### config.mk
export PLATFORM = sky130hd
export DESIGN_NAME = tmr_irq_router
export DESIGN_NICKNAME = d
export VERILOG_FILES = /design/src/rtl/tir_pkg.sv /design/src/rtl/tir_timer_slot.sv /design/src/rtl/tir_line_merge.sv /design/src/rtl/tir_msg_queue.sv /design/src/rtl/tmr_irq_router.sv
export SDC_FILE = /design/constraint.sdc
export NUM_CORES = 1
export LEC_CHECK = 0
export BUFFER_PORTS_ARGS = -buffer_cell sky130_fd_sc_hd__buf_2
export CORE_AREA = 2 2 169 171
export DETAILED_ROUTE_END_ITERATION = 7
export DIE_AREA = 0 0 171 173
export HOLD_SLACK_MARGIN = 0.15
export PLACE_DENSITY = 0.51
export SKIP_CTS_REPAIR_TIMING = 1
export SYNTH_ARGS = -nofsm -noshare
export SYNTH_HDL_FRONTEND = slang
export SYNTH_HIERARCHICAL = 1
export SYNTH_SLANG_ARGS = --single-unit
### constraint.sdc
create_clock -name clk -period 5.4 [get_ports clk]
set_input_delay 0.54 -clock clk [delete_from_list [all_inputs] [get_ports clk]]
set_output_delay 0.54 -clock clk [all_outputs]
set_load 0.1 [all_outputs]
### src/rtl/tir_pkg.sv
package tir_pkg;

   localparam int MSG_ADDR_W = 32;
   localparam int MSG_DATA_W = 32;
   localparam int MSG_W      = MSG_ADDR_W + MSG_DATA_W;

   typedef struct packed {
      logic [MSG_ADDR_W-1:0] addr;
      logic [MSG_DATA_W-1:0] data;
   } msg_t;

endpackage

### src/rtl/tir_timer_slot.sv
module tir_timer_slot (
   input  logic clk,
   input  logic rst_n,
   input  logic active,
   input  logic is_level,
   input  logic use_msg,
   input  logic evt,
   input  logic clr,
   output logic status,
   output logic wire_drv,
   output logic msg_req
);

   logic hold_q;
   logic pulse_q;
   logic status_q;
   logic use_msg_q;
   logic msg_rise;
   logic evt_ok;

   assign msg_rise = use_msg & ~use_msg_q;
   assign evt_ok   = evt & active & ~clr;
   assign msg_req  = evt_ok & use_msg;

   always_ff @(posedge clk or negedge rst_n) begin
      if (!rst_n) begin
         hold_q    <= 1'b0;
         pulse_q   <= 1'b0;
         status_q  <= 1'b0;
         use_msg_q <= 1'b0;
      end else begin
         use_msg_q <= use_msg;
         pulse_q   <= 1'b0;
         if (clr || !active) begin
            status_q <= 1'b0;
            hold_q   <= 1'b0;
         end else if (evt && !use_msg) begin
            if (is_level) begin
               status_q <= 1'b1;
               hold_q   <= 1'b1;
            end else begin
               pulse_q  <= 1'b1;
            end
         end
         if (msg_rise) begin
            hold_q <= 1'b0;
         end
      end
   end

   assign status   = status_q;
   assign wire_drv = hold_q | pulse_q;

   assert_clear_drops_R5: assert property (@(posedge clk) disable iff (!rst_n)
      (clr || !active) |=> (!status_q && !hold_q));

   assert_msg_on_drops_R8: assert property (@(posedge clk) disable iff (!rst_n)
      msg_rise |=> !hold_q);

   assert_edge_single_R4: assert property (@(posedge clk) disable iff (!rst_n)
      pulse_q |=> (!pulse_q || $past(evt)));

endmodule

### src/rtl/tir_line_merge.sv
module tir_line_merge #(
   parameter int NUM_TIMERS = 4,
   parameter int NUM_LINES  = 32,
   parameter int LEG_LINE_A = 0,
   parameter int LEG_LINE_B = 8,
   localparam int RW = $clog2(NUM_LINES)
) (
   input  logic [NUM_TIMERS-1:0]    drv,
   input  logic [NUM_TIMERS*RW-1:0] route_sel,
   input  logic                     legacy_en,
   input  logic                     rtc_level,
   output logic [NUM_LINES-1:0]     irq
);

   logic [RW-1:0] dest [NUM_TIMERS];

   for (genvar t = 0; t < NUM_TIMERS; t++) begin : g_dest
      if (t == 0) begin : g_leg_a
         assign dest[t] = legacy_en ? RW'(LEG_LINE_A) : route_sel[t*RW +: RW];
      end else if (t == 1) begin : g_leg_b
         assign dest[t] = legacy_en ? RW'(LEG_LINE_B) : route_sel[t*RW +: RW];
      end else begin : g_plain
         assign dest[t] = route_sel[t*RW +: RW];
      end
   end

   always_comb begin
      irq = '0;
      for (int t = 0; t < NUM_TIMERS; t++) begin
         if (drv[t]) begin
            irq[dest[t]] = 1'b1;
         end
      end
      if (rtc_level && !legacy_en) begin
         irq[LEG_LINE_B] = 1'b1;
      end
   end

endmodule

### src/rtl/tir_msg_queue.sv
module tir_msg_queue
   import tir_pkg::*;
#(
   parameter int NUM_TIMERS = 4,
   localparam int IW = (NUM_TIMERS > 1) ? $clog2(NUM_TIMERS) : 1
) (
   input  logic                        clk,
   input  logic                        rst_n,
   input  logic [NUM_TIMERS-1:0]       req,
   input  logic [NUM_TIMERS*MSG_W-1:0] route,
   input  logic                        ready,
   output logic                        valid,
   output msg_t                        msg
);

   logic [NUM_TIMERS-1:0] pend_q;
   logic [NUM_TIMERS-1:0] pend_nxt;
   logic                  valid_q;
   msg_t                  msg_q;
   logic                  free;
   logic                  sel_ok;
   logic [IW-1:0]         sel;

   assign free = ~valid_q | ready;

   always_comb begin
      sel_ok = 1'b0;
      sel    = '0;
      for (int i = NUM_TIMERS - 1; i >= 0; i--) begin
         if (pend_q[i]) begin
            sel_ok = 1'b1;
            sel    = IW'(i);
         end
      end
   end

   always_comb begin
      pend_nxt = pend_q;
      if (free && sel_ok) begin
         pend_nxt[sel] = 1'b0;
      end
      pend_nxt = pend_nxt | req;
   end

   always_ff @(posedge clk or negedge rst_n) begin
      if (!rst_n) begin
         pend_q  <= '0;
         valid_q <= 1'b0;
         msg_q   <= '0;
      end else begin
         pend_q <= pend_nxt;
         if (free) begin
            valid_q <= sel_ok;
            if (sel_ok) begin
               msg_q <= msg_t'(route[sel*MSG_W +: MSG_W]);
            end
         end
      end
   end

   assign valid = valid_q;
   assign msg   = msg_q;

   assert_hold_until_ready_R7: assert property (@(posedge clk) disable iff (!rst_n)
      (valid_q && !ready) |=> (valid_q && $stable(msg_q)));

endmodule

### src/rtl/tmr_irq_router.sv
module tmr_irq_router
   import tir_pkg::*;
#(
   parameter int NUM_TIMERS = 4,
   parameter int NUM_LINES  = 32,
   parameter int LEG_LINE_A = 0,
   parameter int LEG_LINE_B = 8,
   parameter int CAP_LINE   = 2,
   localparam int RW = $clog2(NUM_LINES)
) (
   input  logic                        clk,
   input  logic                        rst_n,
   input  logic                        glb_en,
   input  logic                        legacy_en,
   input  logic [NUM_TIMERS-1:0]       tmr_en,
   input  logic [NUM_TIMERS-1:0]       tmr_level,
   input  logic [NUM_TIMERS-1:0]       msg_en,
   input  logic [NUM_TIMERS*RW-1:0]    route_sel,
   input  logic [NUM_TIMERS*64-1:0]    msg_route,
   input  logic [NUM_TIMERS-1:0]       evt_set,
   input  logic [NUM_TIMERS-1:0]       sts_clr,
   input  logic                        rtc_level,
   input  logic                        msg_ready,
   output logic [NUM_LINES-1:0]        irq_lines,
   output logic [NUM_TIMERS-1:0]       irq_status,
   output logic                        msg_valid,
   output logic [31:0]                 msg_addr,
   output logic [31:0]                 msg_data,
   output logic [NUM_LINES-1:0]        cap_mask
);

   if (NUM_TIMERS < 2) begin : g_chk_timers
      $error("tmr_irq_router: NUM_TIMERS must be at least 2");
   end
   if ((1 << RW) != NUM_LINES) begin : g_chk_pow2
      $error("tmr_irq_router: NUM_LINES must be a power of two");
   end
   if (LEG_LINE_A >= NUM_LINES || LEG_LINE_B >= NUM_LINES || CAP_LINE >= NUM_LINES) begin : g_chk_lines
      $error("tmr_irq_router: fixed line index out of range");
   end
   if (MSG_W != 64) begin : g_chk_msg
      $error("tmr_irq_router: message route must be 64 bits");
   end

   logic [NUM_TIMERS-1:0] drv;
   logic [NUM_TIMERS-1:0] req;
   msg_t                  msg;

   for (genvar t = 0; t < NUM_TIMERS; t++) begin : g_slot
      tir_timer_slot i_slot (
         .clk      (clk),
         .rst_n    (rst_n),
         .active   (tmr_en[t] & glb_en),
         .is_level (tmr_level[t]),
         .use_msg  (msg_en[t]),
         .evt      (evt_set[t]),
         .clr      (sts_clr[t]),
         .status   (irq_status[t]),
         .wire_drv (drv[t]),
         .msg_req  (req[t])
      );
   end

   tir_line_merge #(
      .NUM_TIMERS (NUM_TIMERS),
      .NUM_LINES  (NUM_LINES),
      .LEG_LINE_A (LEG_LINE_A),
      .LEG_LINE_B (LEG_LINE_B)
   ) i_merge (
      .drv       (drv),
      .route_sel (route_sel),
      .legacy_en (legacy_en),
      .rtc_level (rtc_level),
      .irq       (irq_lines)
   );

   tir_msg_queue #(
      .NUM_TIMERS (NUM_TIMERS)
   ) i_queue (
      .clk   (clk),
      .rst_n (rst_n),
      .req   (req),
      .route (msg_route),
      .ready (msg_ready),
      .valid (msg_valid),
      .msg   (msg)
   );

   assign msg_addr = msg.addr;
   assign msg_data = msg.data;

   always_comb begin
      cap_mask           = '0;
      cap_mask[CAP_LINE] = 1'b1;
   end

   assert_rtc_pass_R9: assert property (@(posedge clk) disable iff (!rst_n)
      (!legacy_en && rtc_level) |-> irq_lines[LEG_LINE_B]);

   assert_quiet_when_idle_R10: assert property (@(posedge clk) disable iff (!rst_n)
      (legacy_en && drv == '0) |-> (irq_lines == '0));

   assert_cap_single_R11: assert property (@(posedge clk) disable iff (!rst_n)
      $countones(cap_mask) == 1);

endmodule

==> flow_metrics.env <==
export IMPL_cts_tree="built"
export IMPL_r2r_setup_slack_ns=2.76
export IMPL_fin_worst_skew_ns=0.0187
export IMPL_drc_errors=0
export IMPL_synthFlopType="dfrtp_1"
export IMPL_portBuffers=402
export IMPL_fp_coreArea_mm2=0.0276
export IMPL_setup_tns_ns=0
export IMPL_path_class="reg2out"
export IMPL_synth_seq_area_share_pct=28.2
export IMPL_power_frac_clock_pct=16.3
export IMPL_rows=61
export IMPL_p_per_area_mw_per_mm2=394
export IMPL_grt_ovfl_total=0
export IMPL_layout_drive_gt1_share_pct=46.8
export IMPL_worst_path_max_delay_cell="dfrtp_1"
export IMPL_grt_max_degree=86
export IMPL_synth_edff_count=0
export IMPL_finalHoldViolCount=0
export IMPL_drt_first_pass_iters=8
export IMPL_cp_end_kind="output pin"
export IMPL_p_seq_share_pct=24.1
export IMPL_setup_viol=0
export IMPL_crit_fanout=8
export IMPL_tightest_slew_ns=0.882
export IMPL_cp_startpoint="g_slot[2].i_slot/hold_q"
export IMPL_drt_total_wl_um=33700
export IMPL_arrival_ns=2.23
export IMPL_ant_nets=0
export IMPL_place_congestion=0.881
export IMPL_num_vias=8473
export IMPL_slew_viol_final=0
export IMPL_p_sw_uw=2310
export IMPL_r2r_end="i_queue/msg[52]"
export IMPL_floorplan_initialDensity_pct=27.3
export IMPL_cts_sinks=85
export IMPL_cts_root_buffer="clkbuf_16"
export IMPL_hold_path_class="in2async"
export IMPL_die_area_mm2=0.0296
export IMPL_peakVddDrop_uv=325
export IMPL_clockBufferDepth=2
export IMPL_ys_seq_elements=85
export IMPL_drt_iter0_markers=919
export IMPL_power_leakage_uw=0.00445
export IMPL_dieHeight_um=173
export IMPL_yosysWarnings=6
export IMPL_grt_pass1_wl_um=49500
export IMPL_rsz0062_at_grt="false"
export IMPL_fmax_ghz=0.361
export IMPL_cp_required_ns=4.86
export IMPL_wl_per_cell_um=22.2
export IMPL_swShare_pct=59.3
export IMPL_synth_area_per_cell_um2=9.55
export IMPL_p_comb_share_pct=59.6
export IMPL_max_stage_delay_ns=0.39
export IMPL_netlist_instances=791
export IMPL_p_total_uw=3900
export IMPL_grt_pass1_vias=8267
export IMPL_p_int_uw=1590
export IMPL_final_nets=1423
export IMPL_grt_use_total_pct=21.6
export IMPL_syn_area_mm2=0.00755
export IMPL_synth_async_reset_ratio_pct=100
export IMPL_layout_commonest_cell="buf_2"
export IMPL_rr_worst_depth=4
export IMPL_areaGrowthSynthToFinish_pct=31.0
export IMPL_fp_dieW_um=171
export IMPL_path_clk_slew_ns=0.08
export IMPL_min_period_ns=2.77
export IMPL_boundaryPins=435
export IMPL_path_cells="or2_2, and3b_1, a222oi_1, o21ai_1, buf_2"
export IMPL_start_kind="flip-flop"
export IMPL_hpwl_um=24100
export IMPL_max_slew_margin_pct=41.1
export IMPL_status="completed"
export IMPL_htree_levels=3
export IMPL_cap_violations=0
export IMPL_clkLatencyLatePin_ns=0.36
export IMPL_synth_cell_types=53
export IMPL_period_share_pct=51.3
export IMPL_final_cell_mix="buf_2 (401), dfrtp_1 (81), nand3b_1 (69), a21oi_1 (68)"
export IMPL_vias_per_cell=5.59
export IMPL_cts_buffers=9
export IMPL_antenna_found_initial=20
export IMPL_crit_path_end="irq_lines[13]"
export IMPL_r2r_start="i_queue/pend_q[1]"
## layer usage
| metal | wire length [µm] | vias up | share of wire (%) | global-route usage (%) |
|---|---|---|---|---|
| met5 | 67 | - | 0.20 | 0 |
| li1 | - | 3809 | - | - |
| met2 | 16400 | 477 | 49 | 37.1 |
| met4 | 1260 | 12 | 3.7 | 9.82 |
| met3 | 3100 | 77 | 9.2 | 5.91 |
| met1 | 12800 | 4098 | 38 | 24.9 |
## synthesized netlist by cell type, drive strengths merged, types with 3 or more instances
library cell / count / area share, %
and3: 4 / 0.33
nor2b: 7 / 0.58
or3b: 63 / 7.3
nor2: 8 / 0.40
and3b: 12 / 1.4
o211ai: 4 / 0.40
o21ai: 5 / 0.43
a222oi: 64 / 8.5
a31oi: 68 / 11
nand2b: 13 / 1.5
and2: 5 / 0.41
nor3b: 9 / 1.0
nand4bb: 4 / 0.60
nand3b: 69 / 6.9
and4b: 4 / 0.53
clkbuf: 64 / 3.2
nand3: 4 / 0.27
nand2: 19 / 0.94
dfrtp: 85 / 28
buf: 59 / 5.8
a22oi: 26 / 2.6
inv: 5 / 0.25
or2: 4 / 0.33
a21oi: 68 / 4.5
a21o: 64 / 6.4
nor4b: 7 / 1.4
nor3: 3 / 0.20
o221ai: 25 / 2.9
## worst max-delay path, delay by kind of cell, from the launching register on
family / cells / cell delay, ns
AND/OR/NAND/NOR: 2 / 0.61
AO/OA/AOI/OAI: 2 / 0.56
flip-flops: 1 / 0.39
buffers and inverters: 1 / 0.32
## power by group through the flow
stage / registers (µW) / logic [µW] / clock network [µW]
floorplan: 2240 / 567 / 0
global placement: 941 / 2330 / 0
detailed placement: 940 / 2330 / 0
CTS: 937 / 2330 / 659
global route: 961 / 2400 / 680
finish: 939 / 2320 / 636
## how the worst min path moves through the flow
stage | slack [ns] | end | from
floorplan | 0.24 | g_slot[0].i_slot/hold_q | rst_n
global placement | 0.49 | g_slot[3].i_slot/hold_q | g_slot[3].i_slot/use_msg_q
global route | 0.32 | i_queue/msg[16] | rst_n
finish | 0.27 | i_queue/msg[15] | rst_n
detailed placement | 0.50 | g_slot[3].i_slot/hold_q | g_slot[3].i_slot/use_msg_q
CTS | 0.29 | i_queue/msg[9] | rst_n
## stage by stage
stage / instances / setup slack (ns) / area (µm²) / hold slack [ns] / utilization (%)
finish: 1516 / 2.63 / 9890 / 0.269 / 35.8
global route: 1513 / 2.58 / 9880 / 0.316 / 35.8
CTS: 1504 / 2.63 / 9860 / 0.288 / 35.7
detailed placement: 1488 / 2.69 / 9570 / 0.500 / 34.6
global placement: 1488 / 2.75 / 9570 / 0.494 / 34.6
floorplan: 821 / 2.19 / 7660 / 0.244 / -
## sequential cells by signal (all words and copies together), names as in the netlist
register	flops
g_slot.i_slot/status	4
g_slot.i_slot/hold_q	4
g_slot.i_slot/pulse_q	4
i_queue/pend_q	4
i_queue/valid	1
g_slot.i_slot/use_msg_q	4
i_queue/msg	64
## cell type report
cell class / count / area (µm²)
fill: 2912 / 17700
multi-input combinational: 608 / 4850
sequential: 85 / 2140
timing repair buffer: 412 / 2090
tap: 378 / 473
clock buffer: 10 / 239
clock inverter: 6 / 51.3
antenna: 12 / 30.0
inverter: 5 / 18.8
## cells by family after synthesis
group	after synthesis	synth area share [%]
AOI/OAI and AO/OA	333	37.3
other	2	0.0995
DFF	85	28.2
and+or+nand+nor	243	25.2
buffers and inverters	128	9.26
(Power assumes the default switching activity.)
